==> config.mk <==
export PLATFORM = sky130hd
export DESIGN_NAME = cipher_ctrl_port
export DESIGN_NICKNAME = d
export VERILOG_FILES = /design/src/rtl/civ_pkg.sv /design/src/rtl/civ_host_decode.sv /design/src/rtl/civ_regfile.sv /design/src/rtl/civ_engine_stub.sv /design/src/rtl/cipher_ctrl_port.sv
export SDC_FILE = /design/constraint.sdc
export NUM_CORES = 1
export LEC_CHECK = 0
export CAP_MARGIN = 25
export CELL_PAD_IN_SITES_DETAIL_PLACEMENT = 0
export CELL_PAD_IN_SITES_GLOBAL_PLACEMENT = 1
export CORE_MARGIN = 1
export CORE_UTILIZATION = 51
export CTS_CLUSTER_DIAMETER = 200
export CTS_CLUSTER_SIZE = 30
export DETAILED_ROUTE_END_ITERATION = 7
export PLACE_DENSITY_LB_ADDON = 0.08
export SYNTH_ARGS = -nofsm -noshare
export SYNTH_HDL_FRONTEND = slang
export SYNTH_SLANG_ARGS = --single-unit
export TNS_END_PERCENT = 50
==> constraint.sdc <==
create_clock -name clk -period 4.13 [get_ports clk]
set_input_delay 1.0325 -clock clk [delete_from_list [all_inputs] [get_ports clk]]
set_output_delay 1.0325 -clock clk [all_outputs]
set_load 0.01 [all_outputs]
==> src/rtl/civ_pkg.sv <==
package civ_pkg;

    // selector values of the host data port
    localparam logic [7:0] SEL_INDEX = 8'h03;
    localparam logic [7:0] SEL_IDATA = 8'h04;
    localparam logic [7:0] SEL_XDATA = 8'h08;

    // indirect register indices
    localparam logic [7:0] IX_CFG    = 8'h00;
    localparam logic [7:0] IX_DMA    = 8'h02;
    localparam logic [7:0] IX_IVLD   = 8'h03;
    localparam logic [7:0] IX_BLKCNT = 8'h0B;
    localparam logic [7:0] IX_KPTR0  = 8'h10;
    localparam logic [7:0] IX_MODE   = 8'h13;
    localparam logic [7:0] IX_CMD    = 8'h14;

    typedef enum logic [7:0] {
        CMD_HALT  = 8'h00,
        CMD_RUN   = 8'h01,
        CMD_SAVE1 = 8'h04,
        CMD_LOAD1 = 8'h05,
        CMD_SAVE2 = 8'h06,
        CMD_LOAD2 = 8'h07,
        CMD_CLEAR = 8'h08
    } cmd_e;

    typedef struct packed {
        logic [3:0] chain;
        logic       spare;
        logic       ext_key;
        logic       triple;
        logic       decrypt;
    } mode_t;

    typedef struct packed {
        logic       en;
        logic [7:0] idx;
        logic [7:0] data;
    } iwr_t;

    function automatic logic [7:0] status_byte(logic act, logic full, logic empty);
        return {5'b0, empty, full, act};
    endfunction

    function automatic logic is_start(logic [7:0] c);
        return (c == CMD_RUN) || (c == CMD_LOAD1) || (c == CMD_LOAD2);
    endfunction

    function automatic logic is_stop(logic [7:0] c);
        return (c == CMD_HALT) || (c == CMD_SAVE1) || (c == CMD_SAVE2) || (c == CMD_CLEAR);
    endfunction

endpackage

==> src/rtl/civ_host_decode.sv <==
module civ_host_decode
    import civ_pkg::*;
(
    input  logic       clk,
    input  logic       rst,
    input  logic       sel_we,
    input  logic [7:0] sel_val,
    input  logic       dat_we,
    input  logic       dat_re,
    input  logic [7:0] dat_wdata,
    output logic [7:0] sel_q,
    output logic [7:0] idx_q,
    output iwr_t       iwr,
    output logic       x_wr,
    output logic       x_rd
);

    always_ff @(posedge clk) begin
        if (rst) begin
            sel_q <= '0;
            idx_q <= '0;
        end else begin
            if (sel_we)
                sel_q <= sel_val;
            if (dat_we && sel_q == SEL_INDEX)
                idx_q <= dat_wdata;
        end
    end

    always_comb begin
        iwr.en   = dat_we && (sel_q == SEL_IDATA);
        iwr.idx  = idx_q;
        iwr.data = dat_wdata;
        x_wr     = dat_we && (sel_q == SEL_XDATA);
        x_rd     = dat_re && !dat_we && (sel_q == SEL_XDATA);
    end

endmodule

==> src/rtl/civ_regfile.sv <==
module civ_regfile
    import civ_pkg::*;
#(
    parameter int STAGES = 3,
    parameter int KEY_W  = 4
) (
    input  logic                          clk,
    input  logic                          rst,
    input  iwr_t                          iwr,
    output logic [7:0]                    cfg_q,
    output logic [7:0]                    dma_q,
    output mode_t                         mode_q,
    output logic [STAGES-1:0][KEY_W-1:0]  kptr_q
);

    logic wipe;
    assign wipe = iwr.en && (iwr.idx == IX_CMD) && (iwr.data == CMD_CLEAR);

    always_ff @(posedge clk) begin
        if (rst || wipe) begin
            cfg_q  <= '0;
            dma_q  <= '0;
            mode_q <= '0;
        end else if (iwr.en) begin
            if (iwr.idx == IX_CFG)  cfg_q  <= iwr.data;
            if (iwr.idx == IX_DMA)  dma_q  <= iwr.data;
            if (iwr.idx == IX_MODE) mode_q <= mode_t'(iwr.data);
        end
    end

    // one pointer per stage; stages past the first only exist in triple mode
    for (genvar s = 0; s < STAGES; s++) begin : g_stage
        localparam logic [7:0] KIX = IX_KPTR0 + 8'(s);
        logic [KEY_W-1:0] kp;
        logic             usable;
        assign usable = (s == 0) ? 1'b1 : mode_q.triple;

        always_ff @(posedge clk) begin
            if (rst || wipe)
                kp <= '0;
            else if (iwr.en && iwr.idx == KIX && usable)
                kp <= iwr.data[KEY_W-1:0];
        end
        assign kptr_q[s] = kp;
    end

endmodule

==> src/rtl/civ_engine_stub.sv <==
module civ_engine_stub
    import civ_pkg::*;
#(
    parameter int BLK_BYTES = 8,
    parameter int DBC_W     = 8,
    localparam int IV_W     = 8 * BLK_BYTES,
    localparam int CNT_W    = $clog2(BLK_BYTES + 1)
) (
    input  logic             clk,
    input  logic             rst,
    input  iwr_t             iwr,
    input  logic             x_wr,
    input  logic             x_rd,
    output logic             active_q,
    output logic             in_full,
    output logic             out_empty,
    output logic [7:0]       out_byte,
    output logic [DBC_W-1:0] dbc_q,
    output logic [IV_W-1:0]  run_iv_q,
    output logic [IV_W-1:0]  slot1_q,
    output logic [IV_W-1:0]  slot2_q,
    output logic [CNT_W-1:0] in_cnt_q,
    output logic [CNT_W-1:0] out_cnt_q
);

    localparam logic [CNT_W-1:0] FULL_CNT = CNT_W'(BLK_BYTES);

    logic [IV_W-1:0] in_blk_q;
    logic [IV_W-1:0] out_blk_q;
    logic            cmd_we;
    logic            blk_go;

    assign cmd_we    = iwr.en && (iwr.idx == IX_CMD);
    assign in_full   = (in_cnt_q == FULL_CNT);
    assign out_empty = (out_cnt_q == '0);
    assign blk_go    = active_q && in_full && out_empty && !iwr.en;
    assign out_byte  = out_empty ? 8'h00 : out_blk_q[IV_W-1 -: 8];

    always_ff @(posedge clk) begin
        if (rst) begin
            active_q  <= 1'b0;
            dbc_q     <= '0;
            run_iv_q  <= '0;
            slot1_q   <= '0;
            slot2_q   <= '0;
            in_cnt_q  <= '0;
            out_cnt_q <= '0;
            in_blk_q  <= '0;
            out_blk_q <= '0;
        end else begin
            if (cmd_we) begin
                case (iwr.data)
                    CMD_HALT: begin
                        active_q  <= 1'b0;
                        in_cnt_q  <= '0;
                        out_cnt_q <= '0;
                    end
                    CMD_RUN: active_q <= 1'b1;
                    CMD_SAVE1: begin
                        active_q <= 1'b0;
                        slot1_q  <= run_iv_q;
                    end
                    CMD_SAVE2: begin
                        active_q <= 1'b0;
                        slot2_q  <= run_iv_q;
                    end
                    CMD_LOAD1: if (!active_q) begin
                        run_iv_q <= slot1_q;
                        active_q <= 1'b1;
                    end
                    CMD_LOAD2: if (!active_q) begin
                        run_iv_q <= slot2_q;
                        active_q <= 1'b1;
                    end
                    CMD_CLEAR: begin
                        active_q  <= 1'b0;
                        in_cnt_q  <= '0;
                        out_cnt_q <= '0;
                        dbc_q     <= '0;
                    end
                    default: ;
                endcase
            end else if (iwr.en && iwr.idx == IX_IVLD) begin
                run_iv_q <= {run_iv_q[IV_W-9:0], iwr.data};
            end else if (iwr.en && iwr.idx == IX_BLKCNT) begin
                dbc_q <= DBC_W'(iwr.data);
            end

            if (x_wr && !in_full) begin
                in_blk_q <= {in_blk_q[IV_W-9:0], iwr.data};
                in_cnt_q <= in_cnt_q + CNT_W'(1);
            end

            if (x_rd && !out_empty) begin
                out_blk_q <= out_blk_q << 8;
                out_cnt_q <= out_cnt_q - CNT_W'(1);
            end

            if (blk_go) begin
                out_blk_q <= in_blk_q ^ run_iv_q;
                out_cnt_q <= FULL_CNT;
                in_cnt_q  <= '0;
                run_iv_q  <= run_iv_q + IV_W'(1);
                dbc_q     <= dbc_q + DBC_W'(1);
            end
        end
    end

endmodule

==> src/rtl/cipher_ctrl_port.sv <==
module cipher_ctrl_port
    import civ_pkg::*;
#(
    parameter int BLK_BYTES = 8,
    parameter int STAGES    = 3,
    parameter int KEY_W     = 4,
    parameter int DBC_W     = 8
) (
    input  logic       clk,
    input  logic       rst,
    input  logic       sel_we,
    input  logic [7:0] sel_val,
    input  logic       dat_we,
    input  logic       dat_re,
    input  logic [7:0] dat_wdata,
    output logic [7:0] dat_rdata,
    output logic       cipher_active
);

    localparam int IV_W  = 8 * BLK_BYTES;
    localparam int CNT_W = $clog2(BLK_BYTES + 1);

    logic [7:0]                   sel_q;
    logic [7:0]                   idx_q;
    iwr_t                         iwr;
    logic                         x_wr;
    logic                         x_rd;
    logic [7:0]                   cfg_q;
    logic [7:0]                   dma_q;
    mode_t                        mode_q;
    logic [STAGES-1:0][KEY_W-1:0] kptr_q;
    logic                         in_full;
    logic                         out_empty;
    logic [7:0]                   out_byte;
    logic [DBC_W-1:0]             dbc_q;
    logic [IV_W-1:0]              run_iv;
    logic [IV_W-1:0]              iv_slot1;
    logic [IV_W-1:0]              iv_slot2;
    logic [CNT_W-1:0]             in_cnt;
    logic [CNT_W-1:0]             out_cnt;

    civ_host_decode u_dec (
        .clk       (clk),
        .rst       (rst),
        .sel_we    (sel_we),
        .sel_val   (sel_val),
        .dat_we    (dat_we),
        .dat_re    (dat_re),
        .dat_wdata (dat_wdata),
        .sel_q     (sel_q),
        .idx_q     (idx_q),
        .iwr       (iwr),
        .x_wr      (x_wr),
        .x_rd      (x_rd)
    );

    civ_regfile #(.STAGES(STAGES), .KEY_W(KEY_W)) u_regs (
        .clk    (clk),
        .rst    (rst),
        .iwr    (iwr),
        .cfg_q  (cfg_q),
        .dma_q  (dma_q),
        .mode_q (mode_q),
        .kptr_q (kptr_q)
    );

    civ_engine_stub #(.BLK_BYTES(BLK_BYTES), .DBC_W(DBC_W)) u_eng (
        .clk       (clk),
        .rst       (rst),
        .iwr       (iwr),
        .x_wr      (x_wr),
        .x_rd      (x_rd),
        .active_q  (cipher_active),
        .in_full   (in_full),
        .out_empty (out_empty),
        .out_byte  (out_byte),
        .dbc_q     (dbc_q),
        .run_iv_q  (run_iv),
        .slot1_q   (iv_slot1),
        .slot2_q   (iv_slot2),
        .in_cnt_q  (in_cnt),
        .out_cnt_q (out_cnt)
    );

    logic [7:0] ireg_rd;

    always_comb begin
        ireg_rd = 8'h00;
        case (idx_q)
            IX_CFG:    ireg_rd = cfg_q;
            IX_DMA:    ireg_rd = dma_q;
            IX_BLKCNT: ireg_rd = 8'(dbc_q);
            IX_MODE:   ireg_rd = mode_q;
            default: begin
                for (int s = 0; s < STAGES; s++)
                    if (idx_q == IX_KPTR0 + 8'(s))
                        ireg_rd = 8'(kptr_q[s]);
            end
        endcase
    end

    always_comb begin
        case (sel_q)
            SEL_INDEX: dat_rdata = status_byte(cipher_active, in_full, out_empty);
            SEL_IDATA: dat_rdata = ireg_rd;
            SEL_XDATA: dat_rdata = out_byte;
            default:   dat_rdata = 8'h00;
        endcase
    end

endmodule

# Word-level counts from Yosys, hierarchy flattened
# Index checks and enable logic that the tools add are counted.
# Widths: inputs -> output; s select.
dict set report op_classes {
  n_mul 0
  n_bitwise 1
  n_mux 25
  add_sub_neg 4
  eq_ne 23
  n_reduce_logical 52
  div_mod_pow 0
  n_lt_le_gt_ge 0
  shifts 0
}
# op count
set ops {}
lappend ops {{$mux 64} 7}
lappend ops {{$pmux 64 s2} 1}
lappend ops {{$add 64x1->64 const B} 1}
lappend ops {{$mux 8} 8}
lappend ops {{$xor 64x64->64} 1}
lappend ops {{$eq 8x3->1 const B} 5}
lappend ops {{$eq 8x5->1 const B} 5}
lappend ops {{$pmux 8 s4} 1}
lappend ops {{$eq 8x2->1 const B} 3}
lappend ops {{$eq 8x4->1 const B} 3}
lappend ops {{$mux 4} 6}
lappend ops {{$pmux 8 s3} 1}
lappend ops {{$logic_and 1x1->1} 19}
lappend ops {{$reduce_and 2->1} 9}
lappend ops {{$logic_not 8->1} 2}
lappend ops {{$ne 4x4->1 const B} 3}
lappend ops {{$reduce_bool 2->1} 6}
lappend ops {{$reduce_bool 3->1} 4}
lappend ops {{$add 8x1->8 const B} 1}
lappend ops {{$eq 8x1->1 const B} 1}
lappend ops {{$add 4x1->4 const B} 1}
lappend ops {{$eq 4x4->1 const B} 1}
lappend ops {{$logic_not 1->1} 4}
lappend ops {{$logic_not 4->1} 1}
lappend ops {{10 further kinds} 11}
dict set report totals {
  romBits 0
  ramBits 0
  latch_bits 0
  reg_bits 389
  mem_count 0
  in_bits 21
}

# Longest topological paths before layout
dict set report depth {
  ltp_word 7
  depth_mapped 12
  depth_no_buf 8
}

# Cells and area by module
# A second synthesis with hierarchy kept.
dict set report unflattened {
  cells_unflattened 2477
  area_unflattened_um2 19491.2
}
# module area_per_inst_um2 cells_per_inst instances seq_area_each_um2
set modules_own_cells {}
lappend modules_own_cells {civ_engine_stub 16554.6 2176 1 6746.5}
lappend modules_own_cells {civ_regfile 1455.1 132 1 720.7}
lappend modules_own_cells {civ_host_decode 825.8 86 1 320.3}
lappend modules_own_cells {cipher_ctrl_port 655.6 83 1 0.0}

# Worst setup path after synthesis
# No wires, ideal clock.
dict set report synth_timing {
  path_type {input-to-reg}
  startpoint {input dat_wdata[4]}
  endpoint {register u_eng.run_iv_q[42]}
  arrival_time_ps 2840
  cell_stages 10
  path_slack_ps 1167
  setup_ps 123
  t_required_ps 4007
  path_cell_list {buf_6 > or4_4 > nor4_4 > buf_6 > buf_12 > buf_8 > mux2i_1 > nor2_1 > a211oi_1 > nor3_1}
}
dict set report synth_between {
  elab_chain_cells 4
  elab_cells_between_ends 9
}
# element line
set synth_rtl {}
lappend synth_rtl {{start, declared} cipher_ctrl_port.sv:15} ;# input logic [7:0] dat_wdata,
lappend synth_rtl {{$eq 8x3->1} civ_engine_stub.sv:52} ;# case (iwr.data)
lappend synth_rtl {{$pmux 64 s2} civ_engine_stub.sv:52}
lappend synth_rtl {{$mux 64} civ_engine_stub.sv:51} ;# if (cmd_we) begin
lappend synth_rtl {{$mux 64} civ_engine_stub.sv:99} ;# if (blk_go) begin
lappend synth_rtl {{end signal, assigned} civ_engine_stub.sv:68} ;# run_iv_q <= slot1_q;
lappend synth_rtl {{end signal, assigned} civ_engine_stub.sv:72} ;# run_iv_q <= slot2_q;
lappend synth_rtl {{end signal, assigned} civ_engine_stub.sv:103} ;# run_iv_q <= run_iv_q + IV_W'(1);
lappend synth_rtl {{end, declared} civ_engine_stub.sv:19} ;# output logic [IV_W-1:0] run_iv_q,
# Several ways; a longest one is shown, not always the timed one.
# A chain may end at the register's enable or synchronous reset.

# Worst setup path in the final report
dict set report layout_timing {
  startpoint {register u_dec.idx_q[7]}
  endpoint {output dat_rdata[5]}
}
dict set report layout_between {
  elab_chain_cells 4
  elab_cells_between_ends 8
}
# element line
set layout_rtl {}
lappend layout_rtl {{start, declared} civ_host_decode.sv:12} ;# output logic [7:0] idx_q,
lappend layout_rtl {{start signal, assigned} civ_host_decode.sv:26} ;# idx_q <= dat_wdata;
lappend layout_rtl {{$eq 8x5->1} cipher_ctrl_port.sv:96} ;# if (idx_q == IX_KPTR0 + 8'(s))
lappend layout_rtl {{$mux 8} cipher_ctrl_port.sv:96}
lappend layout_rtl {{$pmux 8 s4 (*)} cipher_ctrl_port.sv:89} ;# case (idx_q)
lappend layout_rtl {{$pmux 8 s3 (*)} cipher_ctrl_port.sv:103} ;# case (sel_q)
lappend layout_rtl {{end, declared} cipher_ctrl_port.sv:16} ;# output logic [7:0] dat_rdata,
# Every way passes the cells marked *; elsewhere a longest branch is shown, timed or not.

==> reports/qor.csv <==
stage,metric,value,unit
power,Pint,4.57,mW
sta,Slew @ Worst Pin,0.902,ns
power,Psw,1.35,mW
logic_synthesis,Mean Syn Cell Area,8.04,µm²
setup_path,Crit path arrival time,2.92,ns
power,Clk pwr share,33.0,%
logic_synthesis,Yosys top cell by area,dfxtp_1,
clock_network,Max Buffers Root-to-Sink,3,
logic_synthesis,top-area cell type share of the netlist area,41.3,%
sta,Tmin final,3.95,ns
routing,Via density,6.15,
placed_design,I/O Buffers,29,
floorplan,core area,0.0364,mm²
sta,final setup vio count,0,
floorplan,top-level I/O count,30,
routing,DRT Wirelength,58.3,mm
setup_path,CP Launch Type,flop,
power,P per Cell Area,297,mW/mm²
global_route,gr usage total,30.4,%
sta,FMAX,253,MHz
status,outcome,completed,
clock_network,cts-stage hold buffer count,0,
clock_network,cts bufs inserted,16,
finish,synthesis-to-layout area growth,5.60,%
logic_synthesis,Synth area leaders,"dfxtp_1, nand2_1, mux2i_1",
logic_synthesis,"Async S/R FF share, synth",0,%
power,Comb pwr share,3.4,%
finish,post-layout util,54.6,%
logic_synthesis,"EDFF count, synth",0,
global_route,grt total ovfl,0,
setup_path,critical path class,reg -> out,
power,Lkg Pwr,6.83,nW
power,switching share of power,22.8,%
placed_design,detailed placement HPWL,38.0,mm
sta,final setup TNS,0,ns
setup_path,Crit Path Max Fanout,7,
logic_synthesis,Syn Inst Count,2343,
routing,DRC viols,0,
power,maximum vdd drop,0.288,mV
setup_path,Worst EP required,3.10,ns
clock_network,TritonCTS clock tree,built,
placed_design,RePlAce Congestion,0.868,
logic_synthesis,top-count cell post-synth,nand2_1,
logic_synthesis,Netlist cell types,86,
logic_synthesis,Yosys Warn Count,0,
routing,drt pass-1 iters,7,
clock_network,H-tree Lvls,1,
sta,max-slew violation count,0,
clock_network,CTS Sinks,389,
routing,Routed wire per std cell,21.5,µm
sta,slew margin rel.,39.2,%
logic_synthesis,sequential area share after synthesis,41.3,%
logic_synthesis,syn nets,2369,
power,total power,5.92,mW
routing,Antenna Nets Post-Route,0,
finish,ANT cells,0,
finish,Final Cell Area,0.0199,mm²
routing,DRT iter0 DRCs,1639,
global_route,largest net degree at the start of global routing,133,
sta,RSZ-0062 raised after global routing,false,
floorplan,row cnt,70,
routing,via count,16666,
power,part of the power in registers,63.6,%
floorplan,die width,194,µm
clock_network,clk_lat worst skew,0.54,ns
logic_synthesis,leading cell types by count after synthesis,"nand2_1, dfxtp_1, a21oi_1, mux2i_1, nor2_1",
floorplan,Die ar.,0.0377,mm²
finish,share of layout cells above drive strength 1,6.60,%
sta,final worst slack,0.182,ns
clock_network,"Clk pin slew, worst setup/hold paths",0.12,ns
hold_path,worst hold path class,reg -> reg,
sta,clock skew,0.0176,ns
logic_synthesis,mapped cell area,0.0188,mm²
global_route,vias in the first global route,15782,
logic_synthesis,synthesis-stage register bit count,389,
sta,period utilization,95.6,%
clock_network,root buffer cell,clkbuf_16,
floorplan,Initial Util,51.7,%
sta,Final Hold Viols,0,
global_route,initial antenna violation count,1,
finish,final net count,2267,
placed_design,DP Worst Slack,0.384,ns
logic_synthesis,dominant synthesized flop cell,dfxtp_1,
global_route,first-pass GRT wire length,91.1,mm
job,Max Cap Viol,0,
floorplan,Die Y,194,µm
setup_path,crit path capture type,output port,
clock_network,post-CTS setup buffers,0,
placed_design,Placed Area,0.0195,mm²
power by group through the flow:
stage               Sequential [mW]  Clock, mW  Combinational (mW)
floorplan                      3.85          0               0.121
global placement               3.85          0               0.197
detailed placement             3.85          0               0.198
CTS                            3.76       2.00               0.198
global route                   3.77       2.10               0.215
finish                         3.76       1.95               0.200
layout make-up:
class | instances | area, µm²
multi-input cells | 1707 | 9980
clock buffers | 18 | 429
well taps | 468 | 586
fillers | 3493 | 16500
repair buffers | 107 | 1030
inverters | 20 | 75.1
flip-flops and latches | 389 | 7790
registers in the layout, summed over array words and instances, names as in the netlist, 7 cells and up:
signal             cells
u_dec.idx_q            8
u_dec.sel_q            8
u_eng.dbc_q            8
u_eng.in_blk_q        64
u_eng.out_blk_q       64
u_eng.run_iv_q        64
u_eng.slot1_q         64
u_eng.slot2_q         64
u_regs.cfg_q           8
u_regs.dma_q           8
u_regs.g_stage.kp     12
u_regs.mode_q          7
per-stage QoR:
step	cells	hold slack (ns)
3_5_place_dp	2691	0.442
3_3_place_gp	2691	0.435
6_report	2709	0.456
4_1_cts	2709	0.459
2_1_floorplan	2343	0.428
5_1_grt	2709	0.470
cells in the final DEF, fill, tap and decap left out, types with 6 or more instances in the layout:
master / instances
nor4_1: 19
o22ai_1: 11
nand3_1: 55
inv_1: 19
clkdlybuf4s50_1: 28
and2_1: 8
nand4_1: 33
xor2_1: 69
buf_12: 12
o211ai_1: 28
nor3_1: 37
dfxtp_1: 388
o31ai_1: 6
a21oi_1: 311
buf_4: 66
xnor2_1: 6
o21ai_1: 10
nor2_1: 137
o21ai_0: 84
a221oi_1: 15
and4_1: 12
nand2_1: 490
mux2i_1: 171
and3_1: 9
a31oi_1: 20
a211oi_1: 25
or3_1: 11
a211o_1: 8
clkbuf_16: 17
layer usage:
metal / vias to the layer above / wire, µm / GRT usage (%)
li1: 7950 / - / -
met1: 8079 / 26800 / 42.8
met2: 554 / 26200 / 48.9
met3: 83 / 3880 / 3.88
met4: 0 / 1440 / 8.05
met5: - / 0 / 0
logic make-up after synthesis:
family / count (synthesis) / synth area share (%)
simple gates: 869 / 21.0
compound gates: 580 / 18.3
flops: 389 / 41.3
buf+inv: 247 / 5.90
mux: 178 / 9.56
xor+xnor: 75 / 3.49
fa+ha+maj: 5 / 0.332
path summary, 6_finish.rpt:
| kind | cells past startpoint | start | slack, ns | end |
|---|---|---|---|---|
| max reg2reg | 7 | u_eng.run_iv_q[0] | 0.92 | u_eng.run_iv_q[62] |
| min reg2reg | 2 | u_eng.slot2_q[9] | 0.46 | u_eng.slot2_q[9] |
| max | 7 | u_dec.idx_q[7] | 0.18 | dat_rdata[5] |
| min | 2 | u_eng.slot2_q[9] | 0.46 | u_eng.slot2_q[9] |
repair_timing:
action                     CTS  global route
cloned                       0             0
setup endpoints to repair    2             7
resized for setup            1             3
critical path, stage by stage (launching register included):
cell and delay (ns):
dfxtp_1 0.36, nor4_1 0.44, nand2_1 0.28, nor2_1 0.19
buf_4 0.18, a221oi_1 0.12, o21ai_0 0.23, clkdlybuf4s50_1 0.58
(Power assumes the default switching activity.)
